[src/rtl/can_txreq_pkg.sv]
package can_txreq_pkg;
  localparam int REG_W  = 32;
  localparam int ADDR_W = 4;

  typedef enum logic [ADDR_W-1:0] {
    RA_REQ    = 4'd0,
    RA_PEND   = 4'd1,
    RA_DONE   = 4'd2,
    RA_TIE    = 4'd3,
    RA_QSTAT  = 4'd4,
    RA_IRQ    = 4'd5,
    RA_RXSTAT = 4'd6,
    RA_RXACK  = 4'd7,
    RA_CTRL   = 4'd8
  } reg_addr_e;

  localparam int IRQ_FE = 0;
  localparam int IRQ_TC = 1;
  localparam int IRQ_W  = 2;

  function automatic logic [REG_W-1:0] pack_status(input logic [7:0] hi,
                                                   input logic [7:0] mid,
                                                   input logic [7:0] lo);
    return {8'h00, hi, mid, lo};
  endfunction
endpackage

[src/rtl/txreq_pick.sv]
module txreq_pick #(
  parameter int N  = 4,
  parameter int IW = 2
) (
  input  logic [N-1:0]  req,
  output logic [N-1:0]  grant,
  output logic [IW-1:0] idx
);
  logic found;
  always_comb begin
    grant = '0;
    idx   = '0;
    found = 1'b0;
    for (int i = 0; i < N; i++) begin
      if (req[i] && !found) begin
        grant[i] = 1'b1;
        idx      = IW'(i);
        found    = 1'b1;
      end
    end
  end
endmodule

[src/rtl/txreq_queue.sv]
module txreq_queue #(
  parameter int DEPTH = 4,
  parameter int W     = 2
) (
  input  logic         clk,
  input  logic         rst,
  input  logic         push,
  input  logic [W-1:0] din,
  input  logic         pop,
  output logic [W-1:0] head,
  output logic         empty,
  output logic         full
);
  localparam int PW = (DEPTH > 1) ? $clog2(DEPTH) : 1;
  localparam int CW = $clog2(DEPTH + 1);

  logic [W-1:0]  mem [DEPTH];
  logic [PW-1:0] wp, rp;
  logic [CW-1:0] cnt;

  function automatic logic [PW-1:0] nxt(input logic [PW-1:0] p);
    return (p == PW'(DEPTH - 1)) ? '0 : p + 1'b1;
  endfunction

  // storage has no reset so it maps onto plain RAM
  always_ff @(posedge clk) begin
    if (push) mem[wp] <= din;
  end

  assign head  = mem[rp];
  assign empty = (cnt == '0);
  assign full  = (cnt == CW'(DEPTH));

  always_ff @(posedge clk) begin
    if (rst) begin
      wp  <= '0;
      rp  <= '0;
      cnt <= '0;
    end else begin
      if (push) wp <= nxt(wp);
      if (pop)  rp <= nxt(rp);
      if (push && !pop)      cnt <= cnt + 1'b1;
      else if (pop && !push) cnt <= cnt - 1'b1;
    end
  end
endmodule

[src/rtl/txreq_engine.sv]
module txreq_engine #(
  parameter int LATENCY = 4,
  parameter int IW      = 2
) (
  input  logic          clk,
  input  logic          rst,
  input  logic          q_empty,
  input  logic [IW-1:0] q_head,
  output logic          pop,
  output logic          cmpl,
  output logic [IW-1:0] cur_idx
);
  localparam int CNT_W = $clog2(LATENCY + 1);

  logic             busy;
  logic [CNT_W-1:0] cnt;

  assign cmpl = busy && (cnt == '0);
  assign pop  = (!busy || cmpl) && !q_empty;

  always_ff @(posedge clk) begin
    if (rst) begin
      busy    <= 1'b0;
      cnt     <= '0;
      cur_idx <= '0;
    end else if (pop) begin
      busy    <= 1'b1;
      cnt     <= CNT_W'(LATENCY - 1);
      cur_idx <= q_head;
    end else if (cmpl) begin
      busy <= 1'b0;
    end else if (busy) begin
      cnt <= cnt - 1'b1;
    end
  end
endmodule

[src/rtl/can_txreq_tracker.sv]
module can_txreq_tracker
  import can_txreq_pkg::*;
#(
  parameter int NBUF     = 4,
  parameter int QDEPTH   = 3,
  parameter int LATENCY  = 4,
  parameter int RX_DEPTH = 3,
  localparam int IW      = (NBUF > 1) ? $clog2(NBUF) : 1
) (
  input  logic              clk,
  input  logic              rst,
  input  logic              wr_en,
  input  logic [ADDR_W-1:0] wr_addr,
  input  logic [REG_W-1:0]  wr_data,
  input  logic [ADDR_W-1:0] rd_addr,
  output logic [REG_W-1:0]  rd_data,
  output logic              done_valid,
  output logic [IW-1:0]     done_buf
);
  localparam int QW  = (QDEPTH > 1) ? $clog2(QDEPTH) : 1;
  localparam int RXW = (RX_DEPTH > 1) ? $clog2(RX_DEPTH) : 1;
  localparam int FW  = $clog2(RX_DEPTH + 1);
  localparam int PCW = $clog2(NBUF + 1);

  logic [NBUF-1:0]  pend_q, staged_q, done_q, tie_q;
  logic [NBUF-1:0]  acc, cmpl_mask, push_grant;
  logic [NBUF-1:0]  pend_n, staged_n, done_n;
  logic [IW-1:0]    push_idx, q_head, cur_idx;
  logic             q_push, q_pop, q_full, q_empty, cmpl;
  logic [IRQ_W-1:0] irq_q, irq_set, irq_clr;
  logic             loop_q;
  logic [QW-1:0]    qput_q, qget_q, qput_nx;
  logic [RXW-1:0]   rx_put_q, rx_get_q;
  logic [FW-1:0]    rx_fill_q;
  logic             rx_push, rx_pop;
  logic [PCW-1:0]   inflight;
  logic [7:0]       free_cnt;
  logic             wr_req, wr_tie, wr_irq, wr_ack, wr_ctrl;
  logic             done_valid_q;
  logic [IW-1:0]    done_buf_q;
  logic [REG_W-1:0] rd_q;

  assign wr_req  = wr_en && (wr_addr == RA_REQ);
  assign wr_tie  = wr_en && (wr_addr == RA_TIE);
  assign wr_irq  = wr_en && (wr_addr == RA_IRQ);
  assign wr_ack  = wr_en && (wr_addr == RA_RXACK);
  assign wr_ctrl = wr_en && (wr_addr == RA_CTRL);

  // per-buffer request, queue-staging and sent state
  for (genvar b = 0; b < NBUF; b++) begin : g_buf
    assign cmpl_mask[b] = cmpl && (cur_idx == IW'(b));
    assign acc[b]       = wr_req && wr_data[b] && (!pend_q[b] || cmpl_mask[b]);
    assign pend_n[b]    = (pend_q[b] && !cmpl_mask[b]) || acc[b];
    assign staged_n[b]  = (staged_q[b] && !push_grant[b]) || acc[b];
    assign done_n[b]    = (done_q[b] && !acc[b]) || cmpl_mask[b];
  end

  txreq_pick #(.N(NBUF), .IW(IW)) u_pick (
    .req(staged_q), .grant(push_grant), .idx(push_idx)
  );

  assign q_push = |staged_q;

  txreq_queue #(.DEPTH(NBUF), .W(IW)) u_queue (
    .clk(clk), .rst(rst), .push(q_push), .din(push_idx), .pop(q_pop),
    .head(q_head), .empty(q_empty), .full(q_full)
  );

  txreq_engine #(.LATENCY(LATENCY), .IW(IW)) u_eng (
    .clk(clk), .rst(rst), .q_empty(q_empty), .q_head(q_head),
    .pop(q_pop), .cmpl(cmpl), .cur_idx(cur_idx)
  );

  assign irq_set[IRQ_FE] = cmpl;
  assign irq_set[IRQ_TC] = cmpl && tie_q[cur_idx];
  assign irq_clr         = wr_irq ? wr_data[IRQ_W-1:0] : '0;

  assign qput_nx = (qput_q == QW'(QDEPTH - 1)) ? '0 : qput_q + 1'b1;

  assign rx_push = cmpl && loop_q && (rx_fill_q != FW'(RX_DEPTH));
  assign rx_pop  = wr_ack && (rx_fill_q != '0);

  always_comb begin
    inflight = '0;
    for (int i = 0; i < NBUF; i++) inflight = inflight + PCW'(pend_q[i]);
    free_cnt = (32'(inflight) >= QDEPTH) ? 8'd0 : 8'(QDEPTH - 32'(inflight));
  end

  always_ff @(posedge clk) begin
    if (rst) begin
      pend_q       <= '0;
      staged_q     <= '0;
      done_q       <= '0;
      tie_q        <= '0;
      irq_q        <= '0;
      loop_q       <= 1'b0;
      qput_q       <= '0;
      qget_q       <= '0;
      rx_put_q     <= '0;
      rx_get_q     <= '0;
      rx_fill_q    <= '0;
      done_valid_q <= 1'b0;
      done_buf_q   <= '0;
    end else begin
      pend_q       <= pend_n;
      staged_q     <= staged_n;
      done_q       <= done_n;
      irq_q        <= (irq_q & ~irq_clr) | irq_set;
      done_valid_q <= cmpl;
      if (cmpl) done_buf_q <= cur_idx;
      if (wr_tie)  tie_q  <= wr_data[NBUF-1:0];
      if (wr_ctrl) loop_q <= wr_data[0];
      if (cmpl) begin
        qput_q <= qput_nx;
        qget_q <= qput_nx;
      end
      if (rx_push) rx_put_q <= (rx_put_q == RXW'(RX_DEPTH - 1)) ? '0 : rx_put_q + 1'b1;
      if (rx_pop)  rx_get_q <= (rx_get_q == RXW'(RX_DEPTH - 1)) ? '0 : rx_get_q + 1'b1;
      if (rx_push && !rx_pop)      rx_fill_q <= rx_fill_q + 1'b1;
      else if (rx_pop && !rx_push) rx_fill_q <= rx_fill_q - 1'b1;
    end
  end

  always_ff @(posedge clk) begin
    if (rst) begin
      rd_q <= '0;
    end else begin
      case (rd_addr)
        RA_PEND:   rd_q <= REG_W'(pend_q);
        RA_DONE:   rd_q <= REG_W'(done_q);
        RA_TIE:    rd_q <= REG_W'(tie_q);
        RA_QSTAT:  rd_q <= pack_status(8'(qput_q), 8'(qget_q), free_cnt);
        RA_IRQ:    rd_q <= REG_W'(irq_q);
        RA_RXSTAT: rd_q <= pack_status(8'(rx_put_q), 8'(rx_get_q), {1'b0, 7'(rx_fill_q)});
        RA_CTRL:   rd_q <= REG_W'(loop_q);
        default:   rd_q <= '0;
      endcase
    end
  end

  assign rd_data    = rd_q;
  assign done_valid = done_valid_q;
  assign done_buf   = done_buf_q;
endmodule

[config.mk]
export PLATFORM = sky130hd
export DESIGN_NAME = can_txreq_tracker
export DESIGN_NICKNAME = d
export VERILOG_FILES = /design/src/rtl/can_txreq_pkg.sv /design/src/rtl/txreq_pick.sv /design/src/rtl/txreq_queue.sv /design/src/rtl/txreq_engine.sv /design/src/rtl/can_txreq_tracker.sv
export SDC_FILE = /design/constraint.sdc
export NUM_CORES = 1
export LEC_CHECK = 0
export ABC_AREA = 1
export BUFFER_PORTS_ARGS = -buffer_cell sky130_fd_sc_hd__buf_2
export CELL_PAD_IN_SITES_DETAIL_PLACEMENT = 2
export CELL_PAD_IN_SITES_GLOBAL_PLACEMENT = 2
export CORE_UTILIZATION = 26
export CTS_CLUSTER_DIAMETER = 60
export DETAILED_ROUTE_END_ITERATION = 10
export HOLD_SLACK_MARGIN = 0.08
export PLACE_DENSITY_LB_ADDON = 0.1
export SYNTH_ARGS = -nofsm -noshare
export SYNTH_HDL_FRONTEND = slang
export SYNTH_SLANG_ARGS = --single-unit
[constraint.sdc]
create_clock -name clk -period 2.2 [get_ports clk]
set_input_delay 0.44 -clock clk [delete_from_list [all_inputs] [get_ports clk]]
set_output_delay 0.44 -clock clk [all_outputs]
set_load 0.01 [all_outputs]
* Yosys cells after proc, flatten, opt, wreduce, memory -nomap -nowiden
Memories as Yosys holds them, arrays and structs flattened. A register that Yosys moved wholly into a read port is not among the register bits.
Cells that the tools add are included.
** Word-level totals
- Output and inout port bits :: 35
- Memories kept :: 1
- Memory bits (writable) :: 8
- Register bits :: 73
- Word-level logic and storage cells :: 187
- Input bits :: 43
** Memory list
- u_queue.mem :: depth 4, width 2, read ports 1, clocked after Yosys merged registers in 1, write ports 1, line txreq_queue.sv:17 : logic [W-1:0] mem [DEPTH];
** Operators by class
- Magnitude comparators :: 2
- Add/sub/neg operators :: 14
- Equal/unequal tests :: 21
- Reductions and logical operators :: 96
- Bitwise operators :: 4
- Mux-type cells :: 30
** Operators by type and width (number)
- 18-bit one-hot mux with 7 select lines :: 1
- 1-bit logical AND :: 42
- 2-bit 2-to-1 mux :: 13
- 1-bit logical NOT :: 24
- 4-bit by 3-bit == test with 1-bit output (second input constant) :: 5
- 1-bit logical OR :: 17
- 2-bit == test (second input constant) :: 7
- 2-bit by 1-bit adder with 2-bit output (second input constant) :: 6
- 4-bit by 2-bit == test with 1-bit output (second input constant) :: 3
- 1-bit 2-to-1 mux :: 12
- 2-bit nonzero test :: 5
- 4-bit == test (second input constant) :: 2
- 8-bit 2-to-1 mux :: 1
- 3-bit logical NOT :: 2
- 3-bit 2-to-1 mux :: 2
- 3-bit by 1-bit subtractor with 3-bit output (second input constant) :: 2
- 4-bit by 1-bit == test with 1-bit output (second input constant) :: 1
- 4-bit logical NOT :: 1
- 2-bit AND reduction :: 2
- 4-bit OR reduction :: 1
- 2-bit by 3-bit subtractor with 4-bit output (first input constant) :: 1
- 2-bit by 1-bit adder with 3-bit output :: 1
- 3-bit by 1-bit adder with 3-bit output :: 1
- 3-bit by 1-bit adder with 3-bit output (second input constant) :: 1
- other kinds (14) :: 14

* Depth between registers and ports, before layout
Gate-level depths: netlist (run 1).
- Depth after elaboration :: 13
- Mapped depth :: 14
- Depth with buffers taken out :: 14

* Modules after synthesis
A second synthesis (run 1) with hierarchy kept.
** Second synthesis, totals
- Cell total of the unflattened synthesis :: 406
- Area total of the unflattened synthesis :: 3089.2 um^2
** Modules (own cells, without submodules)
- can_txreq_tracker :: sequential area each 780.7 um^2, cells each 269, instances 1, area each 1953.1 um^2
- txreq_queue :: sequential area each 420.4 um^2, cells each 79, instances 1, area each 770.7 um^2
- txreq_engine :: sequential area each 120.1 um^2, cells each 45, instances 1, area each 306.5 um^2
- txreq_pick :: sequential area each 0.0 um^2, cells each 13, instances 1, area each 58.8 um^2

* Worst setup path after synthesis (run 1)
OpenSTA, ideal clock, no wires.
- Path kind :: register to register
- From :: reg u_eng.cnt[0]
- To :: reg u_queue.cnt[2]
- Stages on the path, launching flop included :: 14
- Data arrival time :: 2.047 ns
- Period minus slack after synthesis :: 2.160 ns
- Required time :: 2.087 ns
- Library setup time :: 0.113 ns
- Buffers on the path :: 0
- Setup slack :: 0.040 ns
- Cell sequence :: dfxtp_1 -> inv_1 -> ha_1 -> ha_1 -> inv_1 -> nand2_2 -> nand2_2 -> ha_1 -> inv_1 -> fa_1 -> a21oi_1 -> o21ai_0 -> nor2_1 -> nor2_1
** On the way
- Longest elaborated chain between the ends :: 7
- Elaborated cells between the ends (all ways) :: 9
- Classes of those cells :: mux (1); reduce/logical (8)
** RTL lines
- start: declaration :: line txreq_engine.sv:16 : logic [CNT_W-1:0] cnt;
- start signal: assignment :: line txreq_engine.sv:28 : cnt <= CNT_W'(LATENCY - 1);
- start signal: assignment :: line txreq_engine.sv:33 : cnt <= cnt - 1'b1;
- 3-bit logical NOT (*) :: line txreq_engine.sv:18 : assign cmpl = busy && (cnt == '0);
- 1-bit logical AND (*) :: line txreq_engine.sv:18
- 1-bit logical OR (*) :: line txreq_engine.sv:19 : assign pop = (!busy || cmpl) && !q_empty;
- 1-bit logical AND (*) :: line txreq_engine.sv:19
- 1-bit logical NOT :: line txreq_queue.sv:42 : if (push && !pop) cnt <= cnt + 1'b1;
- 1-bit logical AND :: line txreq_queue.sv:42
- 3-bit 2-to-1 mux or 2-bit nonzero test (tied branches)
- end signal: assignment :: line txreq_queue.sv:42
- end signal: assignment :: line txreq_queue.sv:43 : else if (pop && !push) cnt <= cnt - 1'b1;
- end: declaration :: line txreq_queue.sv:19 : logic [CW-1:0] cnt;
Mark *: on every way between the ends. The rest lies on a longest branch, timed or not.
A chain may end at the register's enable or synchronous reset.

* Worst setup path in the final report (run 1)
Ends and elaborated chain as after synthesis.

==> results of run 1 <==
[registers in the layout (all words and copies together) (netlist names), 2 cells and up]
register / flops
done_buf: 2
done_q: 4
irq_q: 2
pend_q: 4
qget_q: 2
rd_data: 9
rx_fill_q: 2
rx_get_q: 2
rx_put_q: 2
staged_q: 4
tie_q: 4
u_eng.cnt: 3
u_eng.cur_idx: 2
u_queue.cnt: 3
u_queue.mem: 8
u_queue.rp: 2
u_queue.wp: 2
[final timing paths]
check	depth (start not counted)	slack, ps	endpoint	from
max	13	210	u_queue.cnt[2]	u_eng.cnt[0]
min	3	350	tie_q[3]	wr_data[3]
max reg2reg	13	210	u_queue.cnt[2]	u_eng.cnt[0]
min reg2reg	2	470	done_buf[0]	done_buf[0]
[what timing repair did]
action,in CTS,in global routing
endpoints found under the setup margin,1,2
buffers inserted,0,0
hold buffers,0,0
gates resized for setup,2,5
pin swaps,0,2
[stage by stage]
step / instances / setup slack [ps] / util, %
2_1_floorplan: 401 / 39.8 / -
3_3_place_gp: 549 / 66.4 / 29.1
3_5_place_dp: 549 / -13.7 / 29.1
4_1_cts: 565 / 37.7 / 31.4
5_1_grt: 565 / -2.00 / 31.5
6_report: 565 / 208 / 31.5
[metal layers]
| metal | vias to the layer above | global-route usage, % | wire length [um] |
|---|---|---|---|
| met5 | - | 0 | 0 |
| met4 | 0 | 6.75 | 130 |
| met3 | 12 | 3.09 | 287 |
| met2 | 45 | 23.6 | 3490 |
| met1 | 1188 | 19.0 | 3760 |
| li1 | 1257 | - | - |
[where the power goes]
| group | switching, uW | internal [uW] | leakage, uW |
|---|---|---|---|
| Sequential | 120 | 1240 | 0.000497 |
| Combinational | 484 | 305 | 0.000892 |
| Clock | 441 | 813 | 0.000127 |
| Total | 1050 | 2360 | 0.00152 |
[final cells by class]
cell class	instances	area (um2)	share of cell area [%]
clock inverters	4	95.1	2.78
inverters	52	195	5.71
well taps	140	175	5.12
clock buffers	12	155	4.54
multi-input cells	261	1320	38.6
flip-flops and latches	60	1280	37.5
repair buffers	36	198	5.78
[kinds of logic (layout without fill, tap and decap cells)]
group	Yosys count	after routing	synth area share, %
simple gates	157	157	23.4
buf+inv	80	104	13.5
compound gates	70	70	12.7
flops	60	60	44.2
fa+ha+maj	13	13	6.13
other cells	1	21	0.129
[worst min-delay path, delay by kind of cell]
| kind | cells | cell delay, ps |
|---|---|---|
| compound gates | 1 | 60 |
| buf+inv | 2 | 150 |
[placed cells by master (no fill, tap or decap), types with 3 or more instances in the layout]
cell	Yosys	routed
nor3_1	7	7
dfxtp_1	52	52
nor2_2	4	3
clkbuf_8	0	11
conb_1	1	21
buf_2	3	29
bufinv_16	0	3
edfxtp_1	8	8
nand4_1	3	3
inv_1	48	47
nor2_4	3	4
nor2_1	57	57
a21oi_1	35	34
nand2_1	56	56
o21ai_0	28	27
buf_4	23	7
ha_1	11	10
inv_2	4	5
nand3_1	23	23
nand2_2	3	3
==> flow_summary.yaml, run 1 <==
synthesis:
  netlist_area_um2: 2900
  ys_async_sr_fraction_pct: 0
  synth_most_common_cell: "nor2_1"
  synth_common_cells: "57 x nor2_1, 56 x nand2_1, 52 x dfxtp_1, 48 x inv_1, 35 x a21oi_1"
  ys_top_cells_by_area: "dfxtp_1 36%, edfxtp_1 8.3%, nor2_1 7.4%, nand2_1 7.3%, inv_1 6.2%"
  synth_edf_count: 8
  ys.flop_type: "dfxtp_1"
  netlist_instances: 381
  ys_seq_elements: 60
  ys_types: 27
  ys.warnings.count: 0
  synth_area_per_cell_um2: 7.61
  ys_seq_area_share_pct: 44.2
  synth_top_cell_by_area: "dfxtp_1"
  synth_top_area_share_pct: 35.9
clock_network:
  cts_buffer_depth: 2
  clk_latency_ps: 350
  cts_buffers: 9
  cts_tree: "done"
  cts_root_buf: "clkbuf_8"
  cts_num_sinks: 60
  htree_num_levels: 3
  clk_pin_slew_ps: 70
run_status:
  violations: "DRC"
  status: "finished with violations"
critical_path:
  critPathBufInv: 3
  critPathArrivalTime_ps: 2240
  worstSetupStartpointType: "flip-flop"
  required_ps: 2450
  cp_top_family: "adder cells"
  slowest_delay_ps: 360
  critical_path_class: "flip-flop to flip-flop"
  endpoint_kind: "flip-flop"
  worst_path_max_delay_cell: "fa_2"
  cp_max_fo: 3
  path_cells: "inv_1 > ha_1 > ha_2 > inv_2 > nand2_2 > nand2_2 > ha_1 > inv_1 > fa_2 > a21oi_2 > o21ai_2 > nor2_1 > nor2_1"
routing:
  wire_per_inst_um: 13.6
  firstDrtPassIters: 7
  drtIter0Drc: 86
  drcViolationCount: 2
  vias: 2502
  wl_mm: 7.67
  vias_per_cell: 4.43
  ant_nets: 0
sta:
  final_max_slew_viol_count: 0
  grt_setup_unrepaired: "yes"
  period_share_pct: 90.5
  finalSetupTns_ps: 0
  period_needed_ps: 1990
  hold_viol_final: 0
  setup_viol: 0
  max_clock_freq_ghz: 0.502
  holdWs_ps: 346
  fin_skew_ps: 6.36
finish:
  design_area_um2: 3420
  antenna_cells: 0
  fillCellCount: 1282
  synthToLayoutAreaGrowth_pct: 18.0
  drive_gt1_share_pct: 16.9
  nets: 476
pwr:
  ir_drop_mv: 0.319
  leakage_uw: 0.00152
  p_per_area_nw_per_um2: 997
  total_power_uw: 3410
floorplan:
  die_w_um: 108
  dieArea_um2: 11600
  rows: 38
  die_h_um: 108
  core_area_um2: 10800
  start_util_pct: 26.7
  ioPinCount: 78
placement:
  dpl.hpwl_mm: 6.06
  gp_congestion: 0.746
  placed_area_um2: 3150
  port_buffers: 29
grt:
  antenna_found_initial: 0
  grt_remaining_overflow: 0
  grt_max_degree: 27
  grt_pass1_vias: 2658
  grt_pass1_wl_mm: 13.0
  grt_use_total_pct: 14.8
hold_path:
  hold_path_class: "primary input to flip-flop"
run:
  maxCapViolCount: 0
Power figures use the tool's default switching activity.
==> inputs of run 2 (changes only) <==
- ABC_AREA: 1 -> default
- CORE_UTILIZATION: 26 -> 28
==> run 2 against run 1 <==
Net effect: the flow now finishes without violations; critical path depth fell by 2; core utilization increased by 2.1 points; cell count decreased by 12%; power decreased by 9.4%; flip-flop and latch count unchanged; via count is 2.4% lower; clock-buffer cell count is 1 higher; fmax fell by 6.2%; routed wire length rose by 2.1%; highest routed layer unchanged.
==> flow_summary.yaml, run 2 <==
finish:
  area.sequential_um2: 1280
  finish.utilization_pct: 33.6
  multi_input_area_um2: 1530
  mostFrequentLayoutCells: "51 x dfxtp_1, 40 x a21oi_1, 29 x buf_2"
  antenna_cells: 0
  drive_gt1_share_pct: 21.1
  largest_reg_flops: 9
  nets: 413
  synthToLayoutAreaGrowth_pct: 15.5
  design_area_um2: 3480
  fillCellCount: 1171
  final_common_cell: "dfxtp_1"
  final_cells: 497
critical_path:
  critical_path_class: "flip-flop to flip-flop"
  endpoint_kind: "flip-flop"
  r2r_setup_slack_ps: 80
  r2r-end: "u_queue.cnt[2]"
  critPathArrivalTime_ps: 2400
  cp_max_fo: 3
  r2r_start: "u_eng.cnt[0]"
  worstSetupStartpointType: "flip-flop"
  ff2ff_path_depth: 11
  required_ps: 2480
routing:
  vias: 2443
  drcViolationCount: 0
  wl_mm: 7.83
  wire_per_inst_um: 15.8
  vias_per_cell: 4.92
  drtIter0Drc: 55
  firstDrtPassIters: 4
  ant_nets: 0
grt:
  grt_use_total_pct: 15.5
  grt_remaining_overflow: 0
  grt_max_degree: 36
  grt_pass1_vias: 2597
  antenna_found_initial: 0
  grt_pass1_wl_mm: 13.4
hold_path:
  hold_end: "pend_q[3]"
  hold_start: "wr_data[3]"
  hold_path_class: "primary input to flip-flop"
  hold_path_depth: 3
pwr:
  combPwrFrac_pct: 26.7
  swShare_pct: 33.1
  power.internal_uw: 2070
  p_sw_uw: 1020
  clock_power_share_pct: 29.0
  seqPwrFrac_pct: 44.3
  ir_drop_mv: 0.375
  leakage_uw: 0.00132
  p_per_area_nw_per_um2: 886
floorplan:
  rows: 37
  dieArea_um2: 11200
  core_area_um2: 10400
  die_w_um: 106
  die_h_um: 106
  start_util_pct: 29.1
  ioPinCount: 78
sta:
  max_clock_freq_ghz: 0.471
  layout_setup_ws_ps: 77.2
  period_needed_ps: 2120
  finalSetupTns_ps: 0
  fin_skew_ps: 6.36
  setup_viol: 0
  max_slew_margin_pct: 48.4
  grt_setup_unrepaired: "yes"
  tightestPinTransition_ps: 768
  hold_viol_final: 0
  final_max_slew_viol_count: 0
  period_share_pct: 96.5
synthesis:
  ys_types: 46
  synth_edf_count: 8
  synth_most_common_cell: "dfxtp_1"
  ys_seq_elements: 60
  netlist_instances: 321
  ys.warnings.count: 0
  synth_top_area_share_pct: 34.5
  synth_common_cells: "52 x dfxtp_1, 41 x a21oi_1, 23 x buf_4, 19 x inv_1, 17 x o21ai_0"
  ys_seq_area_share_pct: 42.5
  netlist_area_um2: 3020
  synth_top_cell_by_area: "dfxtp_1"
  ys.flop_type: "dfxtp_1"
  ys_async_sr_fraction_pct: 0
  synth_area_per_cell_um2: 9.40
  ys_top_cells_by_area: "dfxtp_1 34%, edfxtp_1 8.0%, a21oi_1 6.8%, buf_4 5.7%, ha_1 4.6%"
clock_network:
  clk_latency_ps: 340
  clk_pin_slew_ps: 70
  htree_num_levels: 3
  cts_buffers: 9
  cts_buffer_depth: 2
  postCtsHoldBufs: 0
  post_cts_buffers: 0
  cts_num_sinks: 60
  cts_root_buf: "clkbuf_8"
  cts_tree: "done"
placement:
  placed_area_um2: 3310
  gp_congestion: 0.726
  dpl.hpwl_mm: 5.60
  place_ws_ps: 64.8
  placed_cells: 482
  port_buffers: 29
run_status:
  status: "finished clean"
run:
  maxCapViolCount: 0
[run 2: cell types whose count changed after synthesis, sizes merged, moves of 5 or more]
cell,before,now
nor4,0,6
nor2b,0,7
nand2,59,13
o21ai,28,17
nand2b,0,5
nand3,23,14
inv,52,19
a21oi,36,41
nand4b,0,9
or3,0,8
nor2,64,11
clkbuf,2,9
[run 2: area by class of cell]
| class | count | share of cell area, % |
|---|---|---|
| inverter | 19 | 2.05 |
| clock inverter | 2 | 0.287 |
| sequential | 60 | 36.8 |
| multi-input combinational | 223 | 44.0 |
| clock buffer | 13 | 4.56 |
| tap | 136 | 4.88 |
| timing repair buffer | 44 | 7.40 |
[run 2: cells by family after synthesis]
family | count (synthesis) | share of synthesized area (%)
XOR/XNOR | 4 | 1.16
multiplexers | 8 | 3.98
adder cells (fa/ha/maj) | 13 | 5.89
flip-flops | 60 | 42.5
buffers and inverters | 58 | 10.6
other | 1 | 0.124
AO/OA/AOI/OAI | 81 | 16.5
AND/OR/NAND/NOR | 96 | 19.3
[run 2: per-stage QoR]
stage	hold slack [ps]	total power [uW]
after floorplan	415	2000
after global placement	424	2200
after detailed placement	429	2220
after CTS	384	3140
after global routing	392	3330
final	403	3090
[run 2: timing repair]
| action | in CTS | in global routing |
|---|---|---|
| endpoints found under the hold margin | 0 | 0 |
| gates resized for setup | 0 | 2 |
| endpoints found under the setup margin | 0 | 2 |
[run 2: metal layers]
metal  vias to the layer above  wire [um]  track usage [%]
met1                      1203       3680             19.1
met4                         0         95             5.36
li1                       1191          -                -
met2                        38       3780             25.9
met5                         -          0                0
met3                        11        279             4.02
[run 2: power groups by stage]
| stage | Combinational [uW] | Sequential, uW | Clock, uW |
|---|---|---|---|
| after global placement | 810 | 1390 | 0 |
| after detailed placement | 824 | 1390 | 0 |
| final | 824 | 1370 | 894 |
| after floorplan | 659 | 1340 | 0 |
| after CTS | 828 | 1370 | 946 |
| after global routing | 954 | 1390 | 986 |
[run 2: worst max-delay path: stages (launching register included)]
cell      delay, ps
dfxtp_2         340
inv_1            50
ha_1            190
ha_2            170
nand2b_4        150
nand2_4          60
ha_4            140
inv_2            40
fa_2            320
xor2_1          150
or3_1           320
a21oi_2         120
[run 2: how the worst max path moves through the flow]
stage,from,end,slack (ps),depth (start not counted)
after floorplan,u_eng.cnt[0],u_queue.cnt[2],40,12
after global placement,u_eng.cnt[0],u_queue.cnt[2],120,11
after detailed placement,u_eng.cnt[0],u_queue.cnt[2],60,11
after CTS,u_eng.cnt[0],u_queue.cnt[2],50,11
after global routing,u_eng.cnt[0],u_queue.cnt[2],-20,11
final,u_eng.cnt[0],u_queue.cnt[2],80,11
==> inputs of run 3 (changes only) <==
- PLACE_DENSITY_LB_ADDON: 0.1 -> 0.05
==> run 3 against run 2 <==
Net effect: largest power group unchanged; clock power is 14% higher; non-clock buffer count stayed put; clock-buffer cell count down 1; via count decreased by 0.45%; critical endpoint unchanged.
==> flow_summary.yaml, run 3 (synthesis gave the netlist of run 2 again) <==
clock_network:
  cts_root_buf: "clkbuf_8"
  postCtsHoldBufs: 0
  cts_tree: "done"
  cts_num_sinks: 60
  clk_pin_slew_ps: 70
  cts_buffer_depth: 2
  htree_num_levels: 3
  cts_buffers: 9
  clk_latency_ps: 330
pwr:
  p_per_area_nw_per_um2: 918
  ir_drop_mv: 0.367
  leakage_uw: 0.00134
  total_power_uw: 3220
  p_sw_uw: 1030
  swShare_pct: 31.8
  seqPwrFrac_pct: 42.5
  power.internal_uw: 2200
  clock_power_share_pct: 31.5
  combPwrFrac_pct: 26.0
critical_path:
  cp_max_fo: 2
  required_ps: 2460
  cp_top_family: "adder cells"
  path_cells: "inv_1 > ha_1 > ha_2 > nand2b_4 > nand2_4 > ha_4 > inv_2 > fa_2 > xor2_1 > or3_1 > a21oi_1"
  endpoint_kind: "flip-flop"
  critPathArrivalTime_ps: 2370
  worst_path_max_delay_cell: "dfxtp_2"
  worstSetupStartpointType: "flip-flop"
  critical_path_class: "flip-flop to flip-flop"
  critPathBufInv: 2
  critical_path_depth: 11
  ff2ff_path_depth: 11
  slowest_delay_ps: 330
placement:
  place_ws_ps: 77.2
  gp_congestion: 0.692
  port_buffers: 29
  dpl.hpwl_mm: 5.63
  placed_cells: 481
finish:
  drive_gt1_share_pct: 21.3
  area.sequential_um2: 1280
  fillCellCount: 1173
  finish.utilization_pct: 33.9
  final_cells: 498
  mostFrequentLayoutCells: "50 x dfxtp_1, 41 x a21oi_1, 29 x buf_2"
  largest_reg_flops: 9
  synthToLayoutAreaGrowth_pct: 16.3
  multi_input_area_um2: 1530
  final_common_cell: "dfxtp_1"
  nets: 413
  antenna_cells: 0
hold_path:
  hold_path_class: "primary input to flip-flop"
  hold_path_depth: 3
floorplan:
  core_area_um2: 10400
  die_h_um: 106
  die_w_um: 106
  start_util_pct: 29.1
  rows: 37
  ioPinCount: 78
  dieArea_um2: 11200
sta:
  grt_setup_unrepaired: "no"
  max_slew_margin_pct: 46.0
  period_share_pct: 95.7
  finalSetupTns_ps: 0
  layout_setup_ws_ps: 94.9
  period_needed_ps: 2110
  final_max_slew_viol_count: 0
  max_clock_freq_ghz: 0.475
  tightestPinTransition_ps: 811
  hold_viol_final: 0
  setup_viol: 0
  fin_skew_ps: 8.52
routing:
  drcViolationCount: 0
  vias_per_cell: 4.88
  wire_per_inst_um: 15.5
  firstDrtPassIters: 4
  drtIter0Drc: 80
  ant_nets: 0
  vias: 2432
  wl_mm: 7.72
grt:
  grt_remaining_overflow: 0
  antenna_found_initial: 0
  grt_pass1_wl_mm: 12.6
  grt_pass1_vias: 2505
  grt_use_total_pct: 14.6
  grt_max_degree: 39
run:
  maxCapViolCount: 0
run_status:
  status: "finished clean"
==> run 3: changes by cell type in the layout (fill, tap and decap cells not counted), sizes merged <==
| cell | before | now |
|---|---|---|
| bufinv | 0 | 1 |
| clkbuf | 13 | 12 |
| clkinvlp | 0 | 1 |
==> run 3: worst register-to-register path, delay by kind of cell, from the launching register on <==
family | cells | cell delay, ps
compound gates | 1 | 120
simple gates | 3 | 530
buf+inv | 2 | 70
xor+xnor | 1 | 160
fa+ha+maj | 4 | 820
flops | 1 | 330
==> run 3: worst paths after layout <==
check                           slack [ps]             end    startpoint
worst max-delay path                    90  u_queue.cnt[2]  u_eng.cnt[0]
worst min register to register         460     done_buf[1]   done_buf[1]
worst min-delay path                   420       pend_q[3]    wr_data[3]
worst max register to register          90  u_queue.cnt[2]  u_eng.cnt[0]
==> run 3: timing repair <==
item                       CTS  global route
setup endpoints to repair    0             1
resized for setup            0             1
setup buffers                0             1
==> run 3: power groups by stage <==
stage	sequential, uW	clock [uW]	combinational (uW)
after floorplan	1340	0	659
after global placement	1390	0	820
after detailed placement	1400	0	838
after CTS	1370	1070	845
after global routing	1390	1110	943
final	1370	1020	839
==> run 3: routing by layer <==
metal	GRT usage [%]	share of wire (%)
met1	18.0	46
met3	4.08	2.5
met2	24.8	50
met4	3.87	0.82
met5	0	0
==> run 3: metrics by stage <==
stage               hold WS (ps)  area, um2
finish                       420       3510
global route                 422       3510
CTS                          406       3500
detailed placement           431       3300
global placement             427       3300
floorplan                    415       3130
==> run 3: final cells by class <==
class	instances	share of cell area (%)
multi-input combinational	223	43.4
sequential	60	36.6
timing repair buffer	44	7.34
tap	136	4.85
clock buffer	12	4.42
inverter	19	2.03
clock inverter	4	1.35
